File: src/rtl/nsec_pkg.sv
package nsec_pkg;
  typedef enum logic [1:0] {
    ST_NONE  = 2'd0,
    ST_FIXED = 2'd1,
    ST_BAD   = 2'd2
  } nsec_status_e;

  typedef enum logic [2:0] {
    PH_IDLE,
    PH_DECIDE,
    PH_READ,
    PH_WRITE,
    PH_DONE
  } nsec_phase_e;
endpackage

File: src/rtl/nsec_code_build.sv
module nsec_code_build #(
  parameter int RAW_W  = 32,
  parameter int HALF_W = 12,
  parameter int HI_LSB = 16
) (
  input  logic [RAW_W-1:0]    raw,
  output logic [2*HALF_W-1:0] code
);
  logic unused_raw;
  assign unused_raw = ^raw;
  // two parity halves joined, inverted so erased pages compare equal
  assign code = ~{raw[HI_LSB+HALF_W-1:HI_LSB], raw[HALF_W-1:0]};
endmodule

File: src/rtl/nsec_classify.sv
module nsec_classify #(
  parameter int HALF_W      = 12,
  parameter int CHUNK_BYTES = 512,
  localparam int CODE_W     = 2*HALF_W,
  localparam int OFF_W      = HALF_W-3
) (
  input  logic [CODE_W-1:0] diff,
  output logic              is_zero,
  output logic              fix_ok,
  output logic              code_only,
  output logic [OFF_W-1:0]  off,
  output logic [2:0]        bitx
);
  logic pair_ok;
  logic in_range;

  assign pair_ok   = ((diff[CODE_W-1:HALF_W] ^ diff[HALF_W-1:0]) == {HALF_W{1'b1}});
  assign off       = diff[CODE_W-1:HALF_W+3];
  assign bitx      = diff[HALF_W+2:HALF_W];
  assign in_range  = (32'(off) < CHUNK_BYTES);
  assign is_zero   = (diff == '0);
  assign fix_ok    = pair_ok && in_range;
  assign code_only = !pair_ok && $onehot(diff);
endmodule

File: src/rtl/nsec_seq.sv
module nsec_seq
  import nsec_pkg::*;
#(
  parameter int OFF_W  = 9,
  parameter int ADDR_W = 9
) (
  input  logic              clk,
  input  logic              rst_n,
  input  logic              start,
  input  logic              is_zero,
  input  logic              fix_ok,
  input  logic              code_only,
  input  logic [OFF_W-1:0]  off,
  input  logic [2:0]        bitx,
  output logic              capture,
  output logic              busy,
  output logic              done,
  output logic [1:0]        status,
  output logic [ADDR_W-1:0] mem_addr,
  output logic              mem_rd_en,
  input  logic [7:0]        mem_rd_data,
  output logic              mem_wr_en,
  output logic [7:0]        mem_wr_data
);
  nsec_phase_e  ph_q;
  nsec_status_e status_q;
  logic         unused_off;

  assign unused_off  = ^off;
  assign capture     = start && (ph_q == PH_IDLE);
  assign busy        = (ph_q != PH_IDLE);
  assign done        = (ph_q == PH_DONE);
  assign mem_rd_en   = (ph_q == PH_READ);
  assign mem_wr_en   = (ph_q == PH_WRITE);
  assign mem_addr    = off[ADDR_W-1:0];
  assign mem_wr_data = mem_rd_data ^ 8'(8'd1 << bitx);
  assign status      = status_q;

  always_ff @(posedge clk) begin
    if (!rst_n) begin
      ph_q     <= PH_IDLE;
      status_q <= ST_NONE;
    end else begin
      unique case (ph_q)
        PH_IDLE:   if (start) ph_q <= PH_DECIDE;
        PH_DECIDE: begin
          if (is_zero)                 status_q <= ST_NONE;
          else if (fix_ok || code_only) status_q <= ST_FIXED;
          else                         status_q <= ST_BAD;
          ph_q <= fix_ok ? PH_READ : PH_DONE;
        end
        PH_READ:   ph_q <= PH_WRITE;
        PH_WRITE:  ph_q <= PH_DONE;
        PH_DONE:   ph_q <= PH_IDLE;
        default:   ph_q <= PH_IDLE;
      endcase
    end
  end

  // a write always follows the read of the same byte
  assert_wr_after_rd_R10: assert property (@(posedge clk) disable iff (!rst_n)
    mem_wr_en |-> ($past(mem_rd_en) && $stable(mem_addr)));
  // done lasts a single cycle
  assert_done_pulse_R7: assert property (@(posedge clk) disable iff (!rst_n)
    done |=> !done);
  // done comes one cycle after the write
  assert_write_done_R7: assert property (@(posedge clk) disable iff (!rst_n)
    mem_wr_en |=> done);
  // busy drops right after the done cycle
  assert_busy_end_R8: assert property (@(posedge clk) disable iff (!rst_n)
    done |=> !busy);
endmodule

File: src/rtl/nsec_fix.sv
module nsec_fix #(
  parameter int RAW_W       = 32,
  parameter int HALF_W      = 12,
  parameter int HI_LSB      = 16,
  parameter int CHUNK_BYTES = 512,
  localparam int CODE_W     = 2*HALF_W,
  localparam int OFF_W      = HALF_W-3,
  localparam int ADDR_W     = $clog2(CHUNK_BYTES)
) (
  input  logic              clk,
  input  logic              rst_n,
  input  logic              start,
  input  logic [RAW_W-1:0]  raw_ecc,
  input  logic [CODE_W-1:0] stored_code,
  output logic [CODE_W-1:0] calc_code,
  output logic              busy,
  output logic              done,
  output logic [1:0]        status,
  output logic [ADDR_W-1:0] mem_addr,
  output logic              mem_rd_en,
  input  logic [7:0]        mem_rd_data,
  output logic              mem_wr_en,
  output logic [7:0]        mem_wr_data
);
  logic [CODE_W-1:0] code_now;
  logic [CODE_W-1:0] calc_q;
  logic [CODE_W-1:0] stored_q;
  logic [CODE_W-1:0] diff;
  logic              capture;
  logic              is_zero, fix_ok, code_only;
  logic [OFF_W-1:0]  off;
  logic [2:0]        bitx;

  nsec_code_build #(.RAW_W(RAW_W), .HALF_W(HALF_W), .HI_LSB(HI_LSB)) u_build (
    .raw(raw_ecc), .code(code_now)
  );

  always_ff @(posedge clk) begin
    if (!rst_n) begin
      calc_q   <= '0;
      stored_q <= '0;
    end else if (capture) begin
      calc_q   <= code_now;
      stored_q <= stored_code;
    end
  end

  assign diff      = calc_q ^ stored_q;
  assign calc_code = calc_q;

  nsec_classify #(.HALF_W(HALF_W), .CHUNK_BYTES(CHUNK_BYTES)) u_class (
    .diff(diff), .is_zero(is_zero), .fix_ok(fix_ok), .code_only(code_only),
    .off(off), .bitx(bitx)
  );

  nsec_seq #(.OFF_W(OFF_W), .ADDR_W(ADDR_W)) u_seq (
    .clk(clk), .rst_n(rst_n), .start(start),
    .is_zero(is_zero), .fix_ok(fix_ok), .code_only(code_only),
    .off(off), .bitx(bitx), .capture(capture),
    .busy(busy), .done(done), .status(status),
    .mem_addr(mem_addr), .mem_rd_en(mem_rd_en), .mem_rd_data(mem_rd_data),
    .mem_wr_en(mem_wr_en), .mem_wr_data(mem_wr_data)
  );

  // a start seen while busy leaves the captured code alone
  assert_start_ignored_R8: assert property (@(posedge clk) disable iff (!rst_n)
    (start && busy) |=> $stable(calc_code));
  // a clean compare never reaches the buffer write
  assert_clean_no_write_R2: assert property (@(posedge clk) disable iff (!rst_n)
    (busy && is_zero) |-> !mem_wr_en);
endmodule

File: config.mk
export PLATFORM = sky130hd
export DESIGN_NAME = nsec_fix
export DESIGN_NICKNAME = d
export VERILOG_FILES = /design/src/rtl/nsec_pkg.sv /design/src/rtl/nsec_code_build.sv /design/src/rtl/nsec_classify.sv /design/src/rtl/nsec_seq.sv /design/src/rtl/nsec_fix.sv
export SDC_FILE = /design/constraint.sdc
export NUM_CORES = 1
export LEC_CHECK = 0
export ABC_AREA = 1
export BUFFER_PORTS_ARGS = -buffer_cell sky130_fd_sc_hd__buf_2
export CAP_MARGIN = 10
export CORE_MARGIN = 1.5
export CORE_UTILIZATION = 56
export DETAILED_ROUTE_END_ITERATION = 6
export PLACE_DENSITY = 0.93
export SLEW_MARGIN = 20
export SYNTH_ARGS = -nofsm -noshare
export SYNTH_HDL_FRONTEND = slang
export SYNTH_SLANG_ARGS = --single-unit
File: constraint.sdc
create_clock -name clk -period 6.9 [get_ports clk]
set_input_delay 0.69 -clock clk [delete_from_list [all_inputs] [get_ports clk]]
set_output_delay 0.69 -clock clk [all_outputs]
set_load 0.01 [all_outputs]
Word level (Yosys, flattened, before mapping)
Index checks and enable logic that the tools add are counted.

Register bits: 53. Input bits: 67. Output and inout port bits: 47. Logic and storage cells: 51.

Add/sub/neg operators: 23. Equal/unequal tests: 7. Shift-type cells: 1. Mux-type cells: 5. Bitwise logic cells: 4. Reductions and logical operators: 7.

Operators by type and width (count): $add A5 B5 Y5 (11); $add A1 B1 Y2 (12); $logic_not A24 Y1 (1); $not A24 Y24 (1); $xor A24 B24 Y24 (1); $eq A12 B12 Y1 const B (1); $pmux W3 S4 (1); $xor A12 B12 Y12 (1); $shl A1 B3 Y8 const A (1); $xor A8 B8 Y8 (1); $eq A3 B2 Y1 const B (2); $mux W3 (2); $eq A5 B1 Y1 const B (1); $mux W2 (2); $eq A3 B1 Y1 const B (1); $eq A3 B3 Y1 const B (1); $logic_not A3 Y1 (1); $reduce_bool A3 Y1 (1); $logic_and A1 B1 Y1 (2); $ne A2 B2 Y1 const B (1); $logic_not A1 Y1 (1); $logic_or A1 B1 Y1 (1).

Depth between registers and ports, before layout
Gate-level depths: netlist of run 1.

Word-level depth: 11. Mapped depth: 23. Gate-level depth less buffers: 23.

Cells and area by module
From an unflattened synthesis of run 1, not the netlist that was laid out.

Cells, all modules: 578. Area total of the unflattened synthesis: 3732.3 µm².

By module, submodules not included: nsec_fix (times used 1, cells each 328, area each 2185.8 µm², sequential area each 960.9 µm²); nsec_classify (times used 1, cells each 160, area each 1019.7 µm², sequential area each 0.0 µm²); nsec_seq (times used 1, cells each 66, area each 436.7 µm², sequential area each 100.1 µm²); nsec_code_build (times used 1, cells each 24, area each 90.1 µm², sequential area each 0.0 µm²).

Worst setup path before layout of run 1
No wires, ideal clock.

Path kind: register to register. Start: register calc_q[22], in the netlist calc_code[22]. End: register u_seq.status_q[0], in the netlist u_seq.status[0]. Setup time: 66 ps. Arrival time: 4750 ps. Required time: 6834 ps. Setup slack: 2084 ps. Cell stages (with the launch flop): 20. Path through: dfxtp_1 -> inv_1 -> nand2_1 -> nand2_1 -> ha_1 -> fa_1 -> inv_1 -> fa_1 -> fa_1 -> fa_1 -> inv_1 -> fa_1 -> ha_1 -> fa_1 -> xor2_1 -> nor4_1 -> nand3_1 -> nand2_1 -> nand2_1 -> a21oi_2.

Longest elaborated chain between the ends: 10. Elaborated cells between the ends (all ways): 14. Those cells by class: add/sub: 4; eq/ne: 2; mux: 2; bitwise: 2; reduce/logical: 4.

RTL lines: from (decl) (RTL line nsec_fix.sv:26) `logic [CODE_W-1:0] calc_q;`; from (signal assigned) (RTL line nsec_fix.sv:43) `calc_q <= code_now;`; $xor A24 B24 Y24 * (RTL line nsec_fix.sv:48) `assign diff = calc_q ^ stored_q;`; via mem_addr[7] (RTL line nsec_fix.sv:19) `output logic [ADDR_W-1:0] mem_addr,`; $add A1 B1 Y2 (implied by the code) (RTL line nsec_classify.sv:23) `assign code_only = !pair_ok && $onehot(diff);`; $add A5 B5 Y5 (implied by the code) (3 in a row) (RTL line nsec_classify.sv:23); $eq A5 B1 Y1 (RTL line nsec_classify.sv:23); $logic_and A1 B1 Y1 (RTL line nsec_classify.sv:23); $logic_or A1 B1 Y1 (RTL line nsec_seq.sv:48) `else if (fix_ok || code_only) status_q <= ST_FIXED;`; $mux W2 (RTL line nsec_seq.sv:48); $mux W2 * (RTL line nsec_seq.sv:47) `if (is_zero) status_q <= ST_NONE;`; to (signal assigned) (RTL line nsec_seq.sv:47); to (signal assigned) (RTL line nsec_seq.sv:48); to (signal assigned) (RTL line nsec_seq.sv:49) `else status_q <= ST_BAD;`; to (decl) (RTL line nsec_seq.sv:26) `nsec_status_e status_q;`.

Mark *: on every way through the listed nets, which the timed path passes. The rest lies on a longest branch. A chain may end at the register's enable or synchronous reset.

Worst setup path in the final report of run 1
Start: register calc_q[12], in the netlist calc_code[12]. End: register u_seq.status_q[0], in the netlist u_seq.status[0].

Longest elaborated chain between the ends: 11. Elaborated cells between the ends (all ways): 15. Those cells by class: add/sub: 5; eq/ne: 2; mux: 2; bitwise: 2; reduce/logical: 4.

RTL lines (RTL line): $xor A24 B24 Y24 * (nsec_fix.sv:48); $add A1 B1 Y2 (implied by the code) (nsec_classify.sv:23); $add A5 B5 Y5 (implied by the code) (4 in a row) (nsec_classify.sv:23); $eq A5 B1 Y1 (nsec_classify.sv:23); $logic_and A1 B1 Y1 (nsec_classify.sv:23); $logic_or A1 B1 Y1 (nsec_seq.sv:48); $mux W2 (nsec_seq.sv:48); $mux W2 * (nsec_seq.sv:47).

Every way passes the cells marked *; elsewhere a longest branch is shown, timed or not.

==> qor.yml, run 1 <==
layout:
  area_delta_synth_final_pct: 17.52
  antennaDiodeCount: 0
  drive_gt1_share_pct: 18.26
  nets: 771
  layout_commonest_cell: "nand2_1"
  mostFrequentLayoutCells: "189 x nand2_1, 109 x inv_1, 105 x buf_2, 53 x dfxtp_1, 51 x a21oi_1"
cts:
  root_buffer: "clkbuf_8"
  ctsHoldBuffers: 0
  htreeDepth: 2
  post_cts_buffers: 0
  insertion_delay_ns: 0.31
  cts_max_path_buffers: 2
  cts_resized: 0
  cts_buffers: 5
  path_clk_slew_ns: 0.10
  cts_tree: "yes"
  cts_sinks: 53
critical_path:
  rr_worst_depth: 19
  end_kind: "flop"
  cp_slowest_cell: "fa_1"
  path_buf_inv: 3
  rr_endpoint: "u_seq.status[0]"
  cp-startpoint: "calc_code[12]"
  cp.arrival_ns: 5.26
  path_class: "reg -> reg"
  path_cells: "inv_1 > nand2_1 > nand2_1 > nor2_1 > inv_1 > fa_1 > fa_1 > fa_1 > fa_1 > inv_1 > fa_1 > ha_1 > fa_1 > xor2_1 > nor4_1 > nand3_1 > nand2_1 > nand2_1 > a21oi_2"
  critPathTopFamily: "adder cells"
  critical_path.max_stage_delay_ns: 0.57
  crit_required_ns: 7.15
  cp_max_fo: 4
  r2r_start: "calc_code[12]"
  worst_setup_path_start_kind: "flop"
  cp_common_cell: "fa_1"
  r2r_slack_ns: 1.89
synth:
  synth_cell_types: 25
  synthAdderAreaFrac_pct: 19.45
  synthMuxAreaShare_pct: 0
  synth.net_count: 673
  synth-xor-area-share_pct: 2.797
  synth_cells: 559
  synth_warnings: 0
  synth-simple-area-share_pct: 23.48
  synth.top_cell.area_share_pct: 28.24
  ys_ff_latch: 53
  synth.cell_area_um2: 3757
  synth_top_family_by_area: "simple AND/OR/NAND/NOR gates"
  syn_area_per_cell_um2: 6.722
  yosys-top-cells-area: "dfxtp_1 28%, nand2_1 19%, inv_1 11%, fa_1 10%, ha_1 9.3%"
  synth_compound_area_share_pct: 13.49
  ys_seq_area_share_pct: 28.24
  yosysTopAreaCell: "dfxtp_1"
routing:
  drc: 5
  drtIter0Drc: 151
  postRouteAntennaNets: 0
  drt-pass1-iter-count: 7
  vias_per_cell: 5.078
  drt-total-wl_um: 8801
  via_count: 3727
  wl_per_cell_um: 11.99
min_path:
  hold_path.class: "reg -> reg"
  hold_depth: 2
  whs_endpoint: "u_seq.status[1]"
  hold_start: "u_seq.status[1]"
placement:
  portBuffers: 105
  place_hpwl_um: 7152
  post-place-ws_ns: 1.937
  gp_congestion: 0.8491
global_route:
  antenna_found_initial: 0
  grt_pass1_wl_um: 15020
  gr-usage-all-layers_pct: 25.51
  grt_pass1_vias: 3613
  grt_max_degree: 97
  grt.overflow.total: 0
power_and_ir_drop:
  ir_worst_vdd_uv: 231.5
  p_leak_uw: 0.002423
  p_per_area_nw_per_um2: 361.1
sta:
  hold_viol: 0
  worst_slack_ns: 1.885
  worst_pin_slew_ns: 0.7950
  timing.fmax_ghz: 0.1994
  whs_ns: 0.4802
  setup_viol: 0
  finalSetupTns_ns: 0
  finClkSkew_ns: 0.007024
  finalCritPeriodShare_pct: 72.68
  period_needed_ns: 5.015
  grt_setup_unrepaired: "false"
  finalMaxSlewViolations: 0
  slew_headroom_pct: 47.00
floorplan:
  die-height_um: 84.91
  initial_utilization_pct: 58.50
  num_rows: 29
  core_area_um2: 6422
  dieArea_um2: 7210
  chipWidth_um: 84.91
  io-pin-count: 114
job:
  cap_violations: 0
run_status:
  failed_checks: "DRC"
  status: "complete, but fails checks"
[layout make-up]
type / instances / area [um2]
fillers: 528 / 2007
clock buffers: 7 / 86.33
inverters: 109 / 409.1
repair buffers: 106 / 533.0
flip-flops and latches: 53 / 1061
well taps: 77 / 96.34
multi-input cells: 382 / 2230
[registers in the layout, summed over array words and instances (netlist names)]
| register | count |
|---|---|
| stored_q | 24 |
| calc_code | 24 |
| u_seq.ph_q | 3 |
| u_seq.status | 2 |
[report_power, final]
part	switching (uW)	internal (uW)	total (uW)	leakage, uW
clock network	96.6	79.8	176	0.0000443
registers	26.8	340	367	0.000439
logic	603	448	1050	0.00194
[worst max path at each step]
stage | to | slack [ns] | cells past startpoint
6_report | u_seq.status[0] | 1.89 | 19
5_1_grt | u_seq.status[0] | 1.55 | 19
4_1_cts | u_seq.status[0] | 1.91 | 19
3_5_place_dp | u_seq.status[0] | 1.94 | 19
3_3_place_gp | u_seq.status[0] | 2.02 | 19
2_1_floorplan | u_seq.status[0] | 2.08 | 19
[through the flow]
step           cells  util [%]  total power, uW  instance area (um2)
6_report         734     68.75             1595                 4415
5_1_grt          734     68.75             1763                 4415
4_1_cts          734     68.75             1601                 4415
3_5_place_dp     727     67.41             1417                 4329
3_3_place_gp     727     67.41             1330                 4329
2_1_floorplan    559         -             1154                 3757
[metal layers]
layer	share of wire (%)	global-route usage (%)	up-vias
li1	-	-	1897
met4	2.6	10.28	0
met3	5.7	3.988	19
met1	41	30.56	1693
met2	50	45.75	118
met5	0	0	-
[cells in the mapped netlist, drive strengths merged]
cell    number
o211ai       1
xor2         2
clkbuf       9
inv        109
nand3        6
buf          6
or2          2
o21ai       47
nand4        3
nor4         1
nand2      191
dfxtp       53
xnor2       10
ha          28
nor3         6
nor2        14
fa          19
a21oi       52
[worst register-to-register path, delay by kind of cell, from the launching register on]
family | cells | cell delay (ns)
simple gates | 7 | 0.87
fa+ha+maj | 7 | 3.19
compound gates | 1 | 0.10
flops | 1 | 0.39
buf+inv | 3 | 0.25
xor+xnor | 1 | 0.17
[logic make-up (layout without fill, tap and decap cells)]
family	count (synthesis)	in the layout
AOI/OAI and AO/OA	100	100
buffers and inverters	124	222
and+or+nand+nor	223	223
adders and majority gates	47	47
DFF	53	53
xor gates and xnor gates	12	12
No activity file was read; power rests on OpenSTA's default activity.
==> run 2, diff against run 1 <==
--- a/config.mk
+++ b/config.mk
@@ -9,9 +9,9 @@
 export BUFFER_PORTS_ARGS = -buffer_cell sky130_fd_sc_hd__buf_2
 export CAP_MARGIN = 10
 export CORE_MARGIN = 1.5
-export CORE_UTILIZATION = 56
+export CORE_UTILIZATION = 52
 export DETAILED_ROUTE_END_ITERATION = 6
-export PLACE_DENSITY = 0.93
+export PLACE_DENSITY = 0.88
 export SLEW_MARGIN = 20
 export SYNTH_ARGS = -nofsm -noshare
 export SYNTH_HDL_FRONTEND = slang
==> constraint.sdc (replaced) <==
create_clock -name clk -period 5.11 [get_ports clk]
set_input_delay 0.511 -clock clk [delete_from_list [all_inputs] [get_ports clk]]
set_output_delay 0.511 -clock clk [all_outputs]
set_load 0.01 [all_outputs]
==> qor.yml, run 2 (synthesis gave the netlist of run 1 again) <==
cts:
  root_buffer: "clkbuf_8"
  cts_max_path_buffers: 2
  ctsHoldBuffers: 0
  htreeDepth: 2
  cts_tree: "yes"
  cts_buffers: 5
  path_clk_slew_ns: 0.10
  insertion_delay_ns: 0.31
  cts_sinks: 53
critical_path:
  worst_setup_path_start_kind: "flop"
  r2r_start: "stored_q[17]"
  rr_endpoint: "u_seq.status[0]"
  cp.arrival_ns: 5.10
  r2r_slack_ns: 0.27
  rr_worst_depth: 19
  end_kind: "flop"
  crit_required_ns: 5.36
  cp_max_fo: 3
  path_class: "reg -> reg"
sta:
  hold_viol: 0
  worst_pin_slew_ns: 0.7812
  finalCritPeriodShare_pct: 94.80
  finalMaxSlewViolations: 0
  period_needed_ns: 4.844
  finClkSkew_ns: 0.01260
  slew_headroom_pct: 47.92
  finalSetupTns_ns: 0
  setup_viol: 0
  timing.fmax_ghz: 0.2064
global_route:
  grt_pass1_wl_um: 15010
  grt_max_degree: 97
  grt.overflow.total: 0
  gr-usage-all-layers_pct: 24.74
  antenna_found_initial: 0
  grt_pass1_vias: 3529
power_and_ir_drop:
  combPwrFrac_pct: 66.9
  power.share.clock_pct: 11.9
  ir_worst_vdd_uv: 311.4
  power_frac_seq_pct: 21.2
  p_per_area_nw_per_um2: 517.1
  internal_power_uw: 1298
  p_leak_uw: 0.002448
  total_power_uw: 2356
  sw_frac_of_total_pct: 44.90
  power.switching_uw: 1058
routing:
  vias_per_cell: 4.950
  drt-total-wl_um: 9383
  postRouteAntennaNets: 0
  via_count: 3747
  drt-pass1-iter-count: 6
  met2_length_um: 4659
  drc: 0
  drtIter0Drc: 202
  wl_met3_um: 633
  top_layer: "met4"
  wl_per_cell_um: 12.39
  met1_length_um: 3835
floorplan:
  initial_utilization_pct: 54.40
  dieArea_um2: 7745
  num_rows: 30
  die-height_um: 88.01
  io-pin-count: 114
  chipWidth_um: 88.01
  core_area_um2: 6907
job:
  cap_violations: 0
min_path:
  hold_path.class: "reg -> reg"
  hold_start: "stored_q[16]"
  hold_depth: 2
  whs_endpoint: "stored_q[16]"
placement:
  gp_congestion: 0.8928
  place_hpwl_um: 7219
  portBuffers: 105
layout:
  layout_commonest_cell: "nand2_1"
  antennaDiodeCount: 0
  final_util_pct: 65.98
  drive_gt1_share_pct: 24.51
  n_fill_cell: 589
  area_delta_synth_final_pct: 21.28
  nets: 775
  mostFrequentLayoutCells: "186 x nand2_1, 106 x inv_1, 105 x buf_2, 51 x a21oi_1, 46 x o21ai_0"
run_status:
  status: "complete, no violations"
## run 2: cell count changes in the layout (fill, tap and decap cells not counted), moves of 4 or more
cell / previous run / this run
dfxtp_1: 53 / 33
buf_4: 1 / 5
dfxtp_2: 0 / 20
fa_2: 0 / 4
fa_1: 19 / 15
## run 2: per-layer routing
metal	GRT usage, %	up-vias
met3	4.430	26
met4	11.54	0
li1	-	1905
met2	41.64	136
met1	30.71	1680
met5	0	-
## run 2: critical path, cell delays in order (launching register included)
cell	delay (ns)
dfxtp_1	0.37
inv_1	0.08
nand2_1	0.07
nand2_1	0.09
ha_1	0.29
inv_1	0.06
fa_1	0.45
fa_1	0.47
fa_1	0.52
fa_1	0.51
inv_1	0.05
fa_1	0.47
ha_2	0.21
fa_2	0.34
xor2_1	0.16
nor4_1	0.25
nand3_1	0.14
nand2_1	0.08
nand2_1	0.06
a21oi_2	0.12
## run 2: area by class of cell
cell class              instances  area [um2]  area share [%]
repair buffers                110       563.0           12.36
inverters                     109       409.1           8.979
clock inverters                 2       35.03          0.7688
flip-flops and latches         53        1086           23.83
multi-input cells             382        2275           49.92
clock buffers                   5       68.82           1.510
well taps                      96       120.1           2.636
## run 2: worst max path at each step
stage,start,end,slack [ns],cells after the start
after global routing,calc_code[9],u_seq.status[0],-0.02,19
after floorplan,calc_code[22],u_seq.status[0],0.29,19
after global placement,calc_code[13],u_seq.status[0],0.22,19
after CTS,calc_code[13],u_seq.status[0],0.06,19
final,stored_q[17],u_seq.status[0],0.27,19
after detailed placement,calc_code[13],u_seq.status[0],0.08,19
## run 2: power groups by stage
stage                     Combinational (uW)  Sequential [uW]  Clock (uW)
after floorplan                         1050              511           0
after global placement                  1300              500           0
after detailed placement                1440              504           0
after CTS                               1450              495         280
after global routing                    1800              506         297
final                                   1580              499         280
## run 2: stage by stage
| stage | hold WS (ns) | setup WS [ns] | instances | area [um2] |
|---|---|---|---|---|
| 5_1_grt | 0.4865 | -0.01536 | 757 | 4557 |
| 2_1_floorplan | 0.4437 | 0.2942 | 559 | 3757 |
| 4_1_cts | 0.4645 | 0.06180 | 753 | 4457 |
| 6_report | 0.4679 | 0.2659 | 757 | 4557 |
| 3_3_place_gp | 0.4536 | 0.2175 | 746 | 4353 |
| 3_5_place_dp | 0.4609 | 0.07523 | 746 | 4353 |
## run 2: timing repair
action	4_1_cts	5_1_grt
setup endpoints to repair	0	2
buffers inserted	0	4
resized for setup	0	38
